===== src/rtl/sched_pkg.sv =====
package sched_pkg;
   typedef enum logic {
      GUARD_ALL = 1'b0,
      GUARD_ANY = 1'b1
   } guard_mode_e;

   localparam int SCHED_MAX_TASKS  = 32;
   localparam int SCHED_MAX_EVENTS = 64;
endpackage


===== src/rtl/sched_event_bank.sv =====
module sched_event_bank #(
   parameter int N_EV = 6
) (
   input  logic            clk,
   input  logic            rst,
   input  logic [N_EV-1:0] set_i,
   input  logic [N_EV-1:0] clr_i,
   output logic [N_EV-1:0] ev_o,
   output logic [N_EV-1:0] ack_o
);
   logic [N_EV-1:0] ev_q;
   logic [N_EV-1:0] ack_q;

   // set has priority over clear so a fresh pulse is never lost
   always_ff @(posedge clk) begin
      if (rst) begin
         ev_q  <= '0;
         ack_q <= '0;
      end else begin
         ev_q  <= (ev_q & ~clr_i) | set_i;
         ack_q <= clr_i & ev_q;
      end
   end

   assign ev_o  = ev_q;
   assign ack_o = ack_q;

   for (genvar e = 0; e < N_EV; e++) begin : g_chk
      assert_set_wins_R7: assert property (@(posedge clk) disable iff (rst)
         set_i[e] |=> ev_o[e]);
   end
endmodule


===== src/rtl/sched_guard_arbiter.sv =====
module sched_guard_arbiter
   import sched_pkg::*;
#(
   parameter int                        N_EV       = 6,
   parameter int                        N_TASK     = 4,
   parameter int                        N_RES      = 3,
   parameter logic [N_TASK*N_EV-1:0]    GUARD_MASK = '1,
   parameter logic [N_TASK-1:0]         GUARD_MODE = '0,
   parameter logic [N_TASK*N_RES-1:0]   RES_USE    = '0,
   parameter logic [N_TASK*N_RES-1:0]   RES_WR     = '0
) (
   input  logic [N_EV-1:0]   ev_i,
   input  logic [N_TASK-1:0] active_i,
   input  logic              hold_i,
   output logic [N_TASK-1:0] grant_o,
   output logic [N_EV-1:0]   consume_o
);
   localparam int PAIRS = N_TASK * N_TASK;

   logic [N_TASK-1:0] guard_ok;
   logic [N_TASK-1:0] ready;
   logic [PAIRS-1:0]  blk_res;
   logic [PAIRS-1:0]  blk_ev;

   for (genvar t = 0; t < N_TASK; t++) begin : g_guard
      localparam logic [N_EV-1:0] M = GUARD_MASK[t*N_EV +: N_EV];
      if (guard_mode_e'(GUARD_MODE[t]) == GUARD_ANY) begin : g_any
         assign guard_ok[t] = |(ev_i & M);
      end else begin : g_all
         assign guard_ok[t] = ((ev_i & M) == M);
      end
   end

   for (genvar i = 0; i < N_TASK; i++) begin : g_row
      for (genvar j = 0; j < N_TASK; j++) begin : g_col
         localparam logic [N_RES-1:0] UI = RES_USE[i*N_RES +: N_RES];
         localparam logic [N_RES-1:0] WI = RES_WR[i*N_RES +: N_RES];
         localparam logic [N_RES-1:0] UJ = RES_USE[j*N_RES +: N_RES];
         localparam logic [N_RES-1:0] WJ = RES_WR[j*N_RES +: N_RES];
         localparam logic [N_EV-1:0]  GI = GUARD_MASK[i*N_EV +: N_EV];
         localparam logic [N_EV-1:0]  GJ = GUARD_MASK[j*N_EV +: N_EV];
         if (i == j) begin : g_self
            assign blk_res[i*N_TASK+j] = 1'b0;
            assign blk_ev[i*N_TASK+j]  = 1'b0;
         end else begin : g_pair
            assign blk_res[i*N_TASK+j] = (|(WI & (UJ | WJ))) || (|(WJ & (UI | WI)));
            assign blk_ev[i*N_TASK+j]  = |(GI & GJ);
         end
      end
   end

   assign ready = guard_ok & ~active_i & {N_TASK{~hold_i}};

   // ascending scan: a lower index claims resources and events first
   always_comb begin
      grant_o   = '0;
      consume_o = '0;
      for (int i = 0; i < N_TASK; i++) begin
         if (ready[i]
             && !(|(blk_res[i*N_TASK +: N_TASK] & (active_i | grant_o)))
             && !(|(blk_ev[i*N_TASK +: N_TASK] & grant_o))) begin
            grant_o[i] = 1'b1;
            consume_o  = consume_o | GUARD_MASK[i*N_EV +: N_EV];
         end
      end
   end
endmodule


===== src/rtl/sched_mem_gate.sv =====
module sched_mem_gate #(
   parameter int                       N_TASK   = 4,
   parameter int                       N_MEM    = 2,
   parameter logic [N_TASK*N_MEM-1:0]  TASK_MEM = '0
) (
   input  logic              clk,
   input  logic              rst,
   input  logic [N_TASK-1:0] status_next_i,
   output logic [N_MEM-1:0]  mem_en_o
);
   logic [N_MEM-1:0] mem_q;

   for (genvar m = 0; m < N_MEM; m++) begin : g_bank
      logic [N_TASK-1:0] users;
      for (genvar t = 0; t < N_TASK; t++) begin : g_user
         assign users[t] = TASK_MEM[t*N_MEM + m];
      end
      always_ff @(posedge clk) begin
         if (rst) mem_q[m] <= 1'b0;
         else     mem_q[m] <= |(status_next_i & users);
      end
   end

   assign mem_en_o = mem_q;
endmodule


===== src/rtl/pwr_task_sched.sv =====
module pwr_task_sched
   import sched_pkg::*;
#(
   parameter int                        N_EV       = 6,
   parameter int                        N_TASK     = 4,
   parameter int                        N_MEM      = 2,
   parameter int                        N_RES      = 3,
   parameter logic [N_TASK*N_EV-1:0]    GUARD_MASK = 24'b100000_011000_000110_000001,
   parameter logic [N_TASK-1:0]         GUARD_MODE = 4'b0100,
   parameter logic [N_TASK*N_RES-1:0]   RES_USE    = 12'b100_001_010_001,
   parameter logic [N_TASK*N_RES-1:0]   RES_WR     = 12'b100_000_010_001,
   parameter logic [N_TASK*N_MEM-1:0]   TASK_MEM   = 8'b01_10_10_01,
   parameter logic [N_TASK*N_EV-1:0]    TASK_RAISE = 24'b000000_100000_001000_000100
) (
   input  logic              clk,
   input  logic              rst,
   input  logic              hold_i,
   input  logic [N_EV-1:0]   ev_pulse_i,
   input  logic [N_TASK-1:0] task_done_i,
   output logic [N_TASK-1:0] task_en_o,
   output logic [N_MEM-1:0]  mem_en_o,
   output logic [N_EV-1:0]   ev_ack_o
);
   if (N_EV < 1 || N_EV > SCHED_MAX_EVENTS) begin : g_bad_ev
      $error("pwr_task_sched: N_EV out of range");
   end
   if (N_TASK < 1 || N_TASK > SCHED_MAX_TASKS) begin : g_bad_task
      $error("pwr_task_sched: N_TASK out of range");
   end
   if (N_MEM < 1 || N_RES < 1) begin : g_bad_mem
      $error("pwr_task_sched: N_MEM and N_RES must be positive");
   end
   for (genvar t = 0; t < N_TASK; t++) begin : g_guard_chk
      if (GUARD_MASK[t*N_EV +: N_EV] == '0) begin : g_empty
         $error("pwr_task_sched: a task guard references no event");
      end
   end

   logic [N_TASK-1:0] status_q;
   logic [N_TASK-1:0] status_next;
   logic [N_TASK-1:0] grant;
   logic [N_EV-1:0]   ev_q;
   logic [N_EV-1:0]   consume;
   logic [N_EV-1:0]   raise;
   logic [N_TASK-1:0] finishing;

   assign finishing = task_done_i & status_q;

   always_comb begin
      raise = '0;
      for (int t = 0; t < N_TASK; t++) begin
         if (finishing[t]) raise = raise | TASK_RAISE[t*N_EV +: N_EV];
      end
   end

   sched_event_bank #(.N_EV(N_EV)) u_events (
      .clk   (clk),
      .rst   (rst),
      .set_i (ev_pulse_i | raise),
      .clr_i (consume),
      .ev_o  (ev_q),
      .ack_o (ev_ack_o)
   );

   sched_guard_arbiter #(
      .N_EV       (N_EV),
      .N_TASK     (N_TASK),
      .N_RES      (N_RES),
      .GUARD_MASK (GUARD_MASK),
      .GUARD_MODE (GUARD_MODE),
      .RES_USE    (RES_USE),
      .RES_WR     (RES_WR)
   ) u_arb (
      .ev_i      (ev_q),
      .active_i  (status_q),
      .hold_i    (hold_i),
      .grant_o   (grant),
      .consume_o (consume)
   );

   assign status_next = (status_q & ~finishing) | grant;

   always_ff @(posedge clk) begin
      if (rst) status_q <= '0;
      else     status_q <= status_next;
   end

   sched_mem_gate #(
      .N_TASK   (N_TASK),
      .N_MEM    (N_MEM),
      .TASK_MEM (TASK_MEM)
   ) u_mem (
      .clk           (clk),
      .rst           (rst),
      .status_next_i (status_next),
      .mem_en_o      (mem_en_o)
   );

   assign task_en_o = status_q;

   for (genvar t = 0; t < N_TASK; t++) begin : g_task_chk
      localparam logic [N_EV-1:0] GM = GUARD_MASK[t*N_EV +: N_EV];
      assert_run_to_done_R3: assert property (@(posedge clk) disable iff (rst)
         (task_en_o[t] && !task_done_i[t]) |=> task_en_o[t]);
      assert_hold_blocks_R9: assert property (@(posedge clk) disable iff (rst)
         (hold_i && !task_en_o[t]) |=> !task_en_o[t]);
      if (guard_mode_e'(GUARD_MODE[t]) == GUARD_ALL) begin : g_all_chk
         assert_guard_consumed_R2: assert property (@(posedge clk) disable iff (rst)
            $rose(task_en_o[t]) |-> ((ev_ack_o & GM) == GM));
      end else begin : g_any_chk
         assert_guard_consumed_R1: assert property (@(posedge clk) disable iff (rst)
            $rose(task_en_o[t]) |-> (|(ev_ack_o & GM)));
      end
      for (genvar u = t + 1; u < N_TASK; u++) begin : g_pair_chk
         localparam logic [N_RES-1:0] UT = RES_USE[t*N_RES +: N_RES];
         localparam logic [N_RES-1:0] WT = RES_WR[t*N_RES +: N_RES];
         localparam logic [N_RES-1:0] UU = RES_USE[u*N_RES +: N_RES];
         localparam logic [N_RES-1:0] WU = RES_WR[u*N_RES +: N_RES];
         if ((|(WT & (UU | WU))) || (|(WU & (UT | WT)))) begin : g_conf
            assert_no_conflict_R5: assert property (@(posedge clk) disable iff (rst)
               !(task_en_o[t] && task_en_o[u]));
         end
      end
   end

   for (genvar m = 0; m < N_MEM; m++) begin : g_mem_chk
      logic [N_TASK-1:0] users;
      for (genvar t = 0; t < N_TASK; t++) begin : g_u
         assign users[t] = TASK_MEM[t*N_MEM + m];
      end
      assert_mem_follows_R8: assert property (@(posedge clk) disable iff (rst)
         mem_en_o[m] == (|(task_en_o & users)));
   end
endmodule


===== config.mk =====
export PLATFORM = sky130hd
export DESIGN_NAME = pwr_task_sched
export DESIGN_NICKNAME = d
export VERILOG_FILES = /design/src/rtl/sched_pkg.sv /design/src/rtl/sched_event_bank.sv /design/src/rtl/sched_guard_arbiter.sv /design/src/rtl/sched_mem_gate.sv /design/src/rtl/pwr_task_sched.sv
export SDC_FILE = /design/constraint.sdc
export NUM_CORES = 1
export LEC_CHECK = 0
export BUFFER_PORTS_ARGS = -buffer_cell sky130_fd_sc_hd__buf_2
export CAP_MARGIN = 20
export CELL_PAD_IN_SITES_DETAIL_PLACEMENT = 0
export CELL_PAD_IN_SITES_GLOBAL_PLACEMENT = 2
export CORE_MARGIN = 2
export CORE_UTILIZATION = 28
export DETAILED_ROUTE_END_ITERATION = 7
export PLACE_DENSITY_LB_ADDON = 0.2
export SLEW_MARGIN = 10
export SYNTH_ARGS = -nofsm -noshare
export SYNTH_HDL_FRONTEND = slang
export SYNTH_HIERARCHICAL = 1
export SYNTH_SLANG_ARGS = --single-unit

===== constraint.sdc =====
create_clock -name clk -period 1.6 [get_ports clk]
set_input_delay 0.16 -clock clk [delete_from_list [all_inputs] [get_ports clk]]
set_output_delay 0.16 -clock clk [all_outputs]
set_load 0.01 [all_outputs]

# Word-level counts from Yosys, hierarchy flattened
# Cells that the tools add are included.
# totals
regBits	18
wordCells	38
# op_classes
n_eq_ne	1
mux	11
bitwise	14
n_reduce_logical	7
# ops
operator	n
$and 4x4->4	4
$and 6x6->6	2
$mux 6	2
$or 6x6->6	2
$not 4->4	2
$mux 3	2
$not 6->6	1
$reduce_or 2->1	3
$mux 1	5
$mux 5	1
$mux 4	1
$or 4x4->4	1
$eq 2x2->1 const B	1
$logic_and 1x1->1	2
$logic_not 1->1	2
$not 1->1	1
$or 1x1->1	1

# Longest topological paths before layout
# Gate-level depths: netlist of run 1.
# depth
depth_word	13
depth_mapped	6

# By module
# Netlist of run 1, hierarchy kept.
# by_module_without_submodules
mod	n_inst	cells_per_inst	area_each_um2	seq_area_each_um2
sched_event_bank	1	43	401.6	240.2
pwr_task_sched	1	23	224.0	80.1
sched_guard_arbiter	1	12	96.3	0.0
sched_mem_gate	1	4	60.1	40.0

# Worst setup path after synthesis of run 1
# No wires, ideal clock.
# synth_path
kind	register to register
from	register status_q[2], in the netlist task_en_o[2]
to	register u_events.ev_q[4], in the netlist u_events/ev_o[4]
arrival_ns	1.050
t_required_ns	1.487
setup_slack_ns	0.436
path_stages_with_launch	5
period_less_slack_ns	1.164
path_cell_list	dfxtp_1 nor4_2 buf_4 nand2b_1 a21oi_2
# synth_via
elab_chain_len	11
word_cells_on_any_way	14
# synth_rtl
element	line	text
start: declaration	pwr_task_sched.sv:39	logic [N_TASK-1:0] status_q;
start signal: assignment	pwr_task_sched.sv:85	else status_q <= status_next;
$logic_not 1->1	sched_guard_arbiter.sv:60	&& !(|(blk_res[i*N_TASK +: N_TASK] & (active_i | grant_o)))
$logic_and 1x1->1	sched_guard_arbiter.sv:60	
$mux 1	sched_guard_arbiter.sv:59	if (ready[i]
$or 1x1->1	sched_guard_arbiter.sv:60	
$logic_not 1->1	sched_guard_arbiter.sv:60	
$logic_and 1x1->1 (*)	sched_guard_arbiter.sv:60	
$mux 5 (*)	sched_guard_arbiter.sv:59	
$mux 6 (*)	sched_guard_arbiter.sv:59	
net consume[4]	pwr_task_sched.sv:43	logic [N_EV-1:0] consume;
$not 6->6 (*)	sched_event_bank.sv:20	ev_q <= (ev_q & ~clr_i) | set_i;
$and 6x6->6 (*)	sched_event_bank.sv:20	
$or 6x6->6 (*)	sched_event_bank.sv:20	
end signal: assignment	sched_event_bank.sv:20	
end: declaration	sched_event_bank.sv:11	logic [N_EV-1:0] ev_q;
# The timed path passes the listed nets; every way through them passes the cells marked *.
# A chain may end at the register's enable or synchronous reset.

# Worst setup path after layout of run 1
# layout_path
from	register u_events.ev_q[2], in the netlist u_events/ev_o[2]
to	register u_mem.mem_q[1], in the netlist u_mem/mem_en_o[1]
# layout_via
elab_chain_len	6
# layout_rtl
element	line	text
$eq 2x2->1	sched_guard_arbiter.sv:30	assign guard_ok[t] = ((ev_i & M) == M);
$and 4x4->4 (2 in series)	sched_guard_arbiter.sv:52	assign ready = guard_ok & ~active_i & {N_TASK{~hold_i}};
$mux 1	sched_guard_arbiter.sv:59	
$or 4x4->4	pwr_task_sched.sv:81	assign status_next = (status_q & ~finishing) | grant;
net status_next[1]	pwr_task_sched.sv:40	logic [N_TASK-1:0] status_next;
$reduce_or 2->1	sched_mem_gate.sv:20	else mem_q[m] <= |(status_next_i & users);
end signal: indexed assignment	sched_mem_gate.sv:20	
end: declaration	sched_mem_gate.sv:11	logic [N_MEM-1:0] mem_q;
# The timed path passes the listed nets, and every way through them passes these cells.

==> results of run 1 <==
## how the worst max path moves through the flow
stage,from,end,slack (ns),cells after the start
floorplan,task_en_o[2],u_events/ev_o[4],0.44,4
global placement,u_events/ev_o[1],u_events/ev_o[2],0.42,4
detailed placement,task_en_o[2],u_mem/mem_en_o[1],0.42,4
CTS,task_en_o[2],u_mem/mem_en_o[1],0.39,4
global route,u_events/ev_o[2],u_mem/mem_en_o[1],0.20,5
finish,u_events/ev_o[2],u_mem/mem_en_o[1],0.39,5
## state kept, by name, summed over array words and instances, names as in the netlist
signal          count
u_events/ev_o       6
u_mem/mem_en_o      2
task_en_o           4
u_events/ack_o      6
## Yosys cell counts (all sizes together)
cell / n / share of area
a21o: 3 / 0.030
a21oi: 10 / 0.10
buf: 7 / 0.072
dfxtp: 18 / 0.46
inv: 10 / 0.048
nand2: 11 / 0.053
nand2b: 10 / 0.12
nor2: 6 / 0.029
nor3: 1 / 0.0064
nor3b: 1 / 0.0096
nor4: 1 / 0.016
nor4b: 1 / 0.019
o21ba: 2 / 0.026
o21bai: 1 / 0.0096
## critical path, cell delays in order (launching register included)
cell	delay, ns
sky130_fd_sc_hd__dfxtp_1	0.38
sky130_fd_sc_hd__nand2_1	0.06
sky130_fd_sc_hd__nor3_1	0.40
sky130_fd_sc_hd__inv_1	0.13
sky130_fd_sc_hd__nand2_1	0.09
sky130_fd_sc_hd__o21ba_1	0.11
## area by class of cell
| cell class | count | area (um2) |
|---|---|---|
| Inverter | 10 | 37.5 |
| Fill cell | 316 | 1800 |
| Clock buffer | 3 | 22.5 |
| Timing Repair Buffer | 24 | 120 |
| Multi-Input combinational cell | 47 | 328 |
| Tap cell | 31 | 38.8 |
| Sequential cell | 18 | 360 |
## report_power, final
part / internal [mW] / total [mW] / switching, mW
clock: 0.0872 / 0.217 / 0.130
combinational: 0.0540 / 0.107 / 0.0527
sequential: 0.471 / 0.490 / 0.0187
## cells in the final DEF (no fill, tap or decap)
master and instances:
sky130_fd_sc_hd__buf_2 24, sky130_fd_sc_hd__dfxtp_1 18, sky130_fd_sc_hd__nand2_1 11, sky130_fd_sc_hd__inv_1 10, sky130_fd_sc_hd__a21oi_2 8, sky130_fd_sc_hd__nand2b_1 6, sky130_fd_sc_hd__nor2_1 6, sky130_fd_sc_hd__nand2b_4 4
sky130_fd_sc_hd__clkbuf_4 3, sky130_fd_sc_hd__a21o_1 2, sky130_fd_sc_hd__a21oi_1 2, sky130_fd_sc_hd__o21ba_1 2, sky130_fd_sc_hd__a21o_2 1, sky130_fd_sc_hd__nor3_1 1, sky130_fd_sc_hd__nor4b_2 1, sky130_fd_sc_hd__o21bai_1 1
sky130_fd_sc_hd__nor4_2 1, sky130_fd_sc_hd__nor3b_1 1
## per-stage QoR
stage | setup slack (ns) | hold WS (ns) | cell area (um2) | total power, mW | util
global placement | 0.421 | 0.402 | 885 | 0.609 | 0.326
floorplan | 0.436 | 0.222 | 782 | 0.579 | -
finish | 0.390 | 0.102 | 907 | 0.813 | 0.335
detailed placement | 0.417 | 0.407 | 885 | 0.608 | 0.326
global route | 0.204 | 0.0901 | 907 | 0.870 | 0.335
CTS | 0.389 | 0.0865 | 907 | 0.838 | 0.335
## cell families after synthesis
logic type	Yosys count	synth area share
AOI/OAI and AO/OA	16	0.168
DFF	18	0.461
and+or+nand+nor	31	0.251
buffers and inverters	17	0.120
## routing by layer
metal / part of all wire / vias to the layer above / track usage
met5: 0 / - / 0
met4: 0.016 / 0 / 0.0598
met3: 0.069 / 2 / 0.0276
met2: 0.43 / 12 / 0.125
met1: 0.48 / 249 / 0.122
li1: - / 295 / -
==> results.txt, run 1 <==
The flow ran to the end, and the final reports show no timing, DRC or antenna violations. The final hold violation count is 0. The total via count in the routed design is 558. The number of antenna violations at the first check in global routing is 0. Once placement completed, the tool counted placed cells totaling 130. After floorplanning, the core was divided into 19 placement rows. The synthesized flop and latch total came out at 18. The x dimension of the die is 56.8 um. The total core area is 0.00271 mm2. The largest net degree at the start of global routing came out at 19. For hold timing, the worst endpoint is u_events/ev_o[1].

In this run the remaining antenna-violating nets after routing total 0. For the worst-skew pair, the clock arrives at the later sink with an insertion delay of 0.28 ns. The final layout contains routed wiring with a total length of 1340 um. The number of remaining DRC errors is 0. The number of buffers on the longest clock path is 2.

Counting distinct cell types in the post-synthesis netlist gives 18. The endpoint identified for the worst register-to-register timing path is u_mem/mem_en_o[1]. The initial core utilization is 0.289.

The post-synthesis area per instance came out at 9.54 um2. The number of diodes added for antenna fixing is 0. The count of H-tree levels built during CTS came out at 1. In this run the most critical hold path is launched from ev_pulse_i[1]. The final period utilization came out at 0.756. Counting cells, the worst reg-to-reg path comes to 5. The power density over the cells came out at 896 mW/mm2. The total of warnings raised by yosys is 6. The area growth from synthesis to layout is 16.0%.

The final cell count without fillers is 133. Setup repair after global routing left no endpoint under its margin. At the worst endpoint, the arrival time is 1.44 ns.

The setup slack on the worst flop-to-flop path is 0.39 ns. The number of clock buffers added by TritonCTS is 3. The path category of the worst min-delay check is in2reg. The portion of the post-synthesis area used by sequential elements is 0.461.

The setup path with the least slack is of type reg2reg. After global routing the overflow that remains totals 0. The count of pins over their slew limit came out at 0. CTS placed an instance of sky130_fd_sc_hd__clkbuf_4 at the clock tree root. The CTS sink count is 18. The required time of the critical path came out at 1.83 ns.

The global-route wire length before repair is 2200 um. The peak ir drop on the vdd network came out at 0.390 mV. The detailed placer's ending HPWL came out at 1020 um. The combined global-route utilization of all metal layers came out at 0.0912. The worst path in the final design needs a cycle of 1.21 ns, including I/O delays and setup.

The final number of setup-violating endpoints is 0. The first routing iteration left 7 violations. The worst reg2reg path startpoint is u_events/ev_o[2]. The number of hold-repair buffers added at the cts stage came out at 0.

The length of the first detailed-routing pass in iterations came out at 4. The post-cts repair resize count is 0. The post-synthesis cell count came out at 82.

Static timing analysis puts the maximum clock frequency at 826 MHz. The slew at the pin with the worst max-slew slack came out at 0.499 ns. TritonCTS built the clock tree. The via count of the first global-routing pass came to 491. The floorplan step set the die height to 56.8 um.

The maximum fanout count along the critical path is 5. The hold path depth came out at 3. The average routed wire per standard cell came out at 10.0 um.

The boundary pin count came out at 25. Summed over all failing endpoints, the final setup total negative slack is 0 ns. In the final layout, the share of cells above drive strength 1 is 0.412. The worst clock skew on the final layout came out at 0.00189 ns. The global placement routability congestion is 0.656. The number of nets in the synthesized netlist is 95. STA classifies the critical path startpoint as a flip-flop.

Buffers placed on the I/O ports in this run total 24. The worst setup path is captured at a flip-flop. The post-detailed-route via-to-cell ratio came out at 4.20. Clock-pin slew was measured on the worst setup and hold paths at 0.10 ns.

The leakage power figure came out at 0.465 nW. The relative max-transition margin came out at 0.665. The area of the die is 0.00323 mm2. Across the run, the number of max-cap violations was 0. The total number of nets in the final design came out at 117. The total setup buffers inserted after CTS came out at 0. The mapped cell area is 782 um2.
No activity file was read; power rests on OpenSTA's default activity.
==> inputs of run 2 (changes only) <==
--- a/config.mk
+++ b/config.mk
@@ -5,12 +5,13 @@
 export SDC_FILE = /design/constraint.sdc
 export NUM_CORES = 1
 export LEC_CHECK = 0
+export ABC_AREA = 1
 export BUFFER_PORTS_ARGS = -buffer_cell sky130_fd_sc_hd__buf_2
 export CAP_MARGIN = 20
 export CELL_PAD_IN_SITES_DETAIL_PLACEMENT = 0
 export CELL_PAD_IN_SITES_GLOBAL_PLACEMENT = 2
 export CORE_MARGIN = 2
-export CORE_UTILIZATION = 28
+export CORE_UTILIZATION = 23
 export DETAILED_ROUTE_END_ITERATION = 7
 export PLACE_DENSITY_LB_ADDON = 0.2
 export SLEW_MARGIN = 10
==> constraint.sdc (replaced) <==
create_clock -name clk -period 1 [get_ports clk]
set_input_delay 0.1 -clock clk [delete_from_list [all_inputs] [get_ports clk]]
set_output_delay 0.1 -clock clk [all_outputs]
set_load 0.01 [all_outputs]
==> results.txt, run 2 <==
The run finished, with violations left. The final reports fail on negative setup slack. The number of enable-type register cells in the synthesized netlist was 0 (unchanged). Static timing analysis puts the maximum clock frequency at 1000 MHz. The worst clock skew on the final layout was 0.0102 ns (+0.00833 ns).

The number of filler instances in the final layout is 339 (+7.3%). The share of power burned in combinational logic came out at 0.179 (+0.048). The category of the worst setup path capture point is an output pin. The synthesized flop and latch total came out at 18 (unchanged). The x dimension of the die was 61.0 um (+7.4%). The required time of the critical path was 0.90 ns (-0.93 ns). The largest net degree at the start of global routing came out at 13 (-6). The final number of setup-violating endpoints is 1 (+1). The share of final-layout standard cells stronger than drive strength 1 was 0.446 (+0.0344). The overall power of the completed layout came out at 1.53 mW (+88%).

The initial core utilization came out at 0.243 (-0.0455). The count of routing violations after the opening detailed-route iteration was 5 (-2). The total core area is 0.00308 mm2 (+14%). The part of the power in registers is 0.523 (-0.079). The wire length reported by the detailed router came to 1580 um (+18%). The number of antenna violations at the first check in global routing is 0 (unchanged). The power density over the cells is 1460 mW/mm2 (+62%). The hold path depth came out at 3 (unchanged).

The average routed wire per standard cell is 9.10 um (-9.4%). The number of antenna-violating nets in the routed design came out at 0 (unchanged). The area of the die came to 0.00373 mm2 (+15%).

The final period utilization came out at 1.00. In the post-synthesis netlist, the biggest area contributors are sky130_fd_sc_hd__dfxtp_1 (48%), sky130_fd_sc_hd__nand2_1 (14%), sky130_fd_sc_hd__inv_1 (8.0%), sky130_fd_sc_hd__nor2_1 (6.5%), sky130_fd_sc_hd__buf_4 (6.0%). The largest area contributor in the synthesized netlist is sky130_fd_sc_hd__dfxtp_1.

The overflow left after global routing is 0 (unchanged). The post-detailed-route via-to-cell ratio is 3.78 (-10%). The commonest cells after synthesis are sky130_fd_sc_hd__nand2_1 (28), sky130_fd_sc_hd__dfxtp_1 (18), sky130_fd_sc_hd__inv_1 (16), sky130_fd_sc_hd__nor2_1 (13), sky130_fd_sc_hd__buf_4 (6). The post-place setup slack is -0.00664 ns (-0.424 ns). In the layout the commonest cells are sky130_fd_sc_hd__nand2_1 (26), sky130_fd_sc_hd__buf_2 (21), sky130_fd_sc_hd__inv_1 (15). The CTS sink count is 18 (unchanged). TritonCTS built the clock tree.

The maximum fanout count along the critical path is 3 (-2). The count of pins over their slew limit is 0 (unchanged). The count of input and output buffers is 24 (unchanged).

The length in cells of the worst reg-to-reg path came out at 6 (+1). The number of maximum-capacitance violations came out at 0 (unchanged). The mapped cell area came out at 748 um2 (-4.3%). The net switching power of the design is 0.404 mW (+100%).

The area added between synthesis and finish is 40.6%. The clock latency at the later pin of the worst-skew pair came out at 0.29 ns (about the same). The total of warnings raised by yosys is 6 (unchanged). The relative max-transition margin came out at 0.835 (+0.170). The height of the die is 61.0 um (+7.4%).

The fraction of power spent switching nets is 0.264 (+0.0166). The length of the first detailed-routing pass in iterations came out at 2 (-2). The global-route wire length before repair came to 2530 um (+15%). The highest layer touched by signal routing is met4. Among all cell types in the netlist, the one instantiated most often is sky130_fd_sc_hd__nand2_1. The peak ir drop on the vdd network came out at 0.553 mV (+42%). The portion of total power attributed to the clock network is 0.298 (+0.031). The tightest min-delay check is of the in2reg type. The routed wire length on met3 was 97 um (+5.4%). Setup repair after global routing could not meet its margin everywhere. The number of diodes added for antenna fixing came out at 0 (unchanged).

The arrival time reported for the critical path endpoint came out at 0.90 ns (-0.54 ns). The global placement routability congestion came out at 0.695 (+5.8%). The minimum clock period is 1.00 ns. The total number of nets in the final design is 144 (+23%).

The area fraction of the dominant cell type after synthesis is 0.482 (+0.0208). The clock-pin transition on the worst setup and hold timing paths is 0.11 ns (about the same). The length of routed wiring on met1 was 807 um (+26%). The critical path is of the reg2out type. The portion of the post-synthesis area used by sequential elements was 0.482 (+0.0208). The number of buffers on the longest clock path came out at 2 (unchanged). The post-synthesis area per instance came to 7.56 um2 (-21%). The via count of the first global-routing pass was 576 (+17%).

The async set-reset flop share out of synthesis is 0 (unchanged). The wire length on met2 was 662 um (+15%). The count of H-tree levels built during CTS came to 1 (unchanged). The combined global-route utilization of all metal layers is 0.0966 (+0.00540).

The slew at the pin with the worst max-slew slack is 0.247 ns (-0.252 ns). The number of remaining DRC errors came to 0 (unchanged). The internal power consumption came to 1.13 mW (+84%).

The number of unique standard cell types used by synthesis is 14 (-4). The final hold violation count came out at 0 (unchanged). The CTS buffer count was 3 (unchanged). The total via count in the routed design was 657 (+18%). The worst setup path is launched from a flip-flop. The synthesized netlist net count was 112 (+18%). The tree is rooted in a sky130_fd_sc_hd__clkbuf_4.

The boundary pin count came out at 25 (unchanged). The worst hold slack came out at 0.00746 ns (-0.0944 ns). The total setup buffers inserted after CTS came out at 0 (unchanged). The detailed placer's ending HPWL came to 1170 um (+15%).

Leaving out fill and tap cells, the most frequent cell in the layout is sky130_fd_sc_hd__nand2_1. The worst setup slack after layout came out at -0.000271 ns (-0.390 ns). The leakage power figure came out at 0.536 nW (+15%). The most used flip-flop cell after synthesis is sky130_fd_sc_hd__dfxtp_1.

The post-synthesis cell count is 99 (+21%). The sum of negative setup slack is -0.000271 ns (-0.000271 ns). The placement row count came out at 20 (+1).
[run 2: metal layers]
metal / up-vias / track usage
met5: - / 0
met4: 0 / 0.0559
met3: 2 / 0.0315
met2: 17 / 0.132
met1: 283 / 0.132
li1: 355 / -
[run 2: layout make-up]
type,count,area (um2),share of cell area
Clock buffer,4,36.3,0.0345
Inverter,17,63.8,0.0606
Multi-Input combinational cell,57,304,0.289
Sequential cell,18,367,0.348
Tap cell,44,55.1,0.0523
Timing Repair Buffer,34,226,0.215
[run 2: through the flow]
stage               utilization  instance area, um2  cells
detailed placement        0.306                 942    168
global placement          0.306                 942    168
global route              0.342                1050    174
finish                    0.342                1050    174
floorplan                     -                 763     99
CTS                       0.333                1020    174
[run 2: kinds of logic (layout without fill, tap and decap cells)]
kind of cell           after synthesis  in the layout  share of synthesized area
AOI/OAI and AO/OA                    8              8                     0.0686
buffers and inverters               24             55                      0.161
DFF                                 18             18                      0.482
and+or+nand+nor                     49             49                      0.289
[run 2: timing repair]
item                                   CTS  global route
endpoints found under the hold margin    2             0
gates resized for setup                  6            10
hold buffers                             2             0
setup endpoints to repair                4            15
pin swaps                                1             3
[run 2: path summary, 6_finish.rpt]
check              startpoint           endpoint  slack [ns]
max reg2reg  u_events/ev_o[4]  u_mem/mem_en_o[1]        0.05
min reg2reg  u_events/ev_o[5]  u_events/ack_o[5]        0.45
max              task_en_o[2]       task_en_o[2]     -0.0003
min             ev_pulse_i[1]   u_events/ev_o[1]       0.007
[run 2: critical path, cell delays in order, from the launching register on]
cell,delay [ns]
sky130_fd_sc_hd__dfxtp_2,0.35
sky130_fd_sc_hd__buf_4,0.14
sky130_fd_sc_hd__buf_6,0.11
[run 2: power groups by stage]
stage	combinational (mW)	clock, mW	sequential, mW
after floorplan	0.141	0	0.824
after global placement	0.242	0	0.810
after detailed placement	0.244	0	0.811
after CTS	0.268	0.478	0.796
after global routing	0.309	0.510	0.809
final	0.274	0.456	0.801
==> inputs of run 3 (changes only) <==
--- a/config.mk
+++ b/config.mk
@@ -5,13 +5,12 @@
 export SDC_FILE = /design/constraint.sdc
 export NUM_CORES = 1
 export LEC_CHECK = 0
-export ABC_AREA = 1
 export BUFFER_PORTS_ARGS = -buffer_cell sky130_fd_sc_hd__buf_2
 export CAP_MARGIN = 20
 export CELL_PAD_IN_SITES_DETAIL_PLACEMENT = 0
 export CELL_PAD_IN_SITES_GLOBAL_PLACEMENT = 2
 export CORE_MARGIN = 2
-export CORE_UTILIZATION = 23
+export CORE_UTILIZATION = 25
 export DETAILED_ROUTE_END_ITERATION = 7
 export PLACE_DENSITY_LB_ADDON = 0.2
 export SLEW_MARGIN = 10
==> results.txt, run 3 (synthesis gave the netlist of run 1 again) <==
The global-route met3 utilization is 0.0260 (-0.00554). The x dimension of the die is 59.9 um (-1.8%). The worst setup slack after layout came out at -0.122 ns (-0.122 ns). The path category of the worst min-delay check is in2reg. The worst reg2reg path startpoint is task_en_o[2]. The met2 track utilization from global routing is 0.168 (+0.0355). The total core area came to 0.00300 mm2 (-2.4%).

The global-route wire length before repair came out at 2660 um (+5.2%). The area added between synthesis and finish is 49.0%. The relative max-transition margin is 0.766 (-0.0693).

The length in cells of the worst reg-to-reg path came out at 3 (-3). The utilization after layout is 0.388 (+0.0460). The number of filler instances in the final layout is 322 (-5.0%). The final hold violation count came out at 0 (unchanged). The boundary pin count is 25 (unchanged). The area of the die came out at 0.00359 mm2 (-3.6%). The CTS sink count is 18 (unchanged). The fraction of power spent switching nets came out at 0.257 (-0.00700). The most common cell after layout, fill and taps aside is sky130_fd_sc_hd__buf_2. The via count of the first global-routing pass is 647 (+12%). Setup repair after global routing could not meet its margin everywhere. The number of antenna-violating nets in the routed design is 0 (unchanged). The height of the die was 59.9 um (-1.8%). The top cell types in the final layout, fill and taps aside, are sky130_fd_sc_hd__buf_2 (20), sky130_fd_sc_hd__nand2_1 (10), sky130_fd_sc_hd__buf_4 (10), sky130_fd_sc_hd__dfxtp_1 (10), sky130_fd_sc_hd__inv_1 (9). The part of the power in registers came out at 0.538 (+0.015). The hold path depth was 3 (unchanged). The power density over the cells is 1250 mW/mm2 (-14%).

The clock latency at the later pin of the worst-skew pair is 0.29 ns (about the same). The clock tree from TritonCTS is done. The count of H-tree levels built during CTS came out at 1 (unchanged). The number of diodes added for antenna fixing was 0 (unchanged). The worst clock skew on the final layout came out at 0.00763 ns (-0.00260 ns). The largest net degree at the start of global routing came out at 13 (unchanged).

The share of final-layout standard cells stronger than drive strength 1 came out at 0.610 (+0.164). The slew at the pin with the worst max-slew slack came out at 0.349 ns (+0.102 ns). STA classifies the critical path endpoint as a flip-flop. The combined global-route utilization of all metal layers is 0.102 (+0.00522). The worst setup path is launched from a flip-flop. The leakage power figure came out at 0.573 nW (+6.9%). The number of buffers on the longest clock path came out at 2 (unchanged).

The peak ir drop on the vdd network came out at 0.367 mV (-34%). The number of remaining DRC errors is 0 (unchanged). The buffer type at the clock tree root is sky130_fd_sc_hd__clkbuf_4. The post-place setup slack came to -0.149 ns (-0.142 ns).

The initial core utilization is 0.260 (+0.0173). The internal power consumption is 1.08 mW (-4.2%). The checks that failed: negative setup slack.

The count of input and output buffers came out at 24 (unchanged). The arrival time reported for the critical path endpoint is 1.30 ns (+0.40 ns). The portion of total power attributed to the clock network came out at 0.261 (-0.037).

The global placement routability congestion is 0.698 (+0.48%). The count of routing violations after the opening detailed-route iteration is 3 (-2). The average routed wire per standard cell came to 10.3 um (+13%). The flow ran to the end, but the final reports show violations. The post-detailed-route via-to-cell ratio came out at 4.14 (+9.6%). The met1 usage came out at 0.119 (-0.0129).

The length of the first detailed-routing pass in iterations came out at 4 (+2). The CTS buffer count is 3 (unchanged). The global routing's busiest layer is met2. The overflow left after global routing came to 0 (unchanged).

The highest clock frequency the design can meet came out at 891 MHz (-11%). The destination of the worst register-to-register timing path is u_events/ev_o[3]. The detailed placer's ending HPWL came out at 1120 um (-4.0%).

The minimum clock period is 1.12 ns (+0.122 ns). The worst-case hold path end point is u_events/ev_o[4]. The total via count in the routed design is 625 (-4.9%).

The required time of the critical path came to 1.18 ns (+0.28 ns). The share of power burned in combinational logic is 0.201 (+0.022). The setup path with the least slack is of type reg2reg. The count of pins over their slew limit came out at 0 (unchanged).

The clock-pin transition on the worst setup and hold timing paths came out at 0.11 ns (about the same). The placement row count is 20 (unchanged). The total number of nets in the final design is 132 (-8.3%).

The number of antenna violations at the first check in global routing was 0 (unchanged). The net switching power of the design is 0.373 mW (-7.6%). The final period utilization came out at 1.12 (+0.122).

The setup slack on the worst flop-to-flop path is -0.12 ns (-0.17 ns). The maximum fanout count along the critical path is 5 (+2). The startpoint identified for the worst hold timing path is ev_pulse_i[4]. The final number of setup-violating endpoints was 8 (+7).

The overall power of the completed layout is 1.45 mW (-5.1%). The wire length reported by the detailed router came to 1560 um (-1.7%). The number of maximum-capacitance violations was 0 (unchanged).
-- run 3: changes by cell type in the layout (fill, tap and decap cells not counted), moves of 4 or more --
cell	previous run	this run
sky130_fd_sc_hd__a21oi_2	0	8
sky130_fd_sc_hd__nand2b_1	0	4
sky130_fd_sc_hd__buf_4	6	10
sky130_fd_sc_hd__nand2_1	26	10
sky130_fd_sc_hd__inv_1	15	9
sky130_fd_sc_hd__nand3_2	4	0
sky130_fd_sc_hd__nor2_1	10	6
sky130_fd_sc_hd__nand2b_4	0	6
-- run 3: stage by stage --
| stage | TNS (ns) | instance area, um2 | hold slack, ns | instances |
|---|---|---|---|---|
| floorplan | -0.224 | 811 | 0.153 | 82 |
| global placement | -0.335 | 1000 | 0.341 | 142 |
| detailed placement | -0.557 | 1000 | 0.337 | 142 |
| CTS | -0.686 | 1120 | 0.0198 | 149 |
| global route | -1.33 | 1160 | 0.0243 | 151 |
| finish | -0.412 | 1160 | 0.0343 | 151 |
-- run 3: final cells by class --
class | count | area [um2] | area share
Tap cell | 33 | 41.3 | 0.0354
Clock buffer | 4 | 26.3 | 0.0226
Inverter | 10 | 37.5 | 0.0322
Multi-Input combinational cell | 47 | 390 | 0.335
Timing Repair Buffer | 39 | 294 | 0.252
Sequential cell | 18 | 375 | 0.322
-- run 3: worst max-delay path by stage --
stage,from,end,slack [ns]
global route,u_events/ev_o[0],u_events/ev_o[3],-0.19
detailed placement,u_events/ev_o[0],u_events/ev_o[4],-0.15
CTS,task_en_o[2],u_events/ev_o[4],-0.13
floorplan,task_en_o[2],u_events/ev_o[4],-0.08
global placement,u_events/ev_o[0],u_events/ev_o[4],-0.12
finish,task_en_o[2],u_events/ev_o[3],-0.12
-- run 3: layer usage --
metal / routed length, um / up-vias / part of all wire
met3: 68 / 2 / 0.044
li1: - / 324 / -
met4: 18 / 0 / 0.012
met2: 748 / 14 / 0.48
met5: 0 / - / 0
met1: 721 / 285 / 0.46
-- run 3: power groups by stage --
stage                     clock (mW)  sequential [mW]  combinational [mW]
after floorplan                    0            0.809               0.131
after global placement             0            0.792               0.237
after detailed placement           0            0.792               0.239
after CTS                      0.411            0.779               0.281
after global routing           0.445            0.788               0.321
final                          0.379            0.782               0.292
-- run 3: what timing repair did --
action / in CTS / in global routing
hold buffers: 0 / 0
endpoints found under the hold margin: 0 / 0
pin swaps: 4 / 3
setup endpoints to repair: 15 / 21
gates resized for setup: 12 / 7
buffers inserted: 3 / 2
-- run 3: critical path, cell delays in order, from the launching register on --
cell and delay, ns:
sky130_fd_sc_hd__dfxtp_4 0.38, sky130_fd_sc_hd__nor4_4 0.39, sky130_fd_sc_hd__nand2b_4 0.20, sky130_fd_sc_hd__a21oi_2 0.04
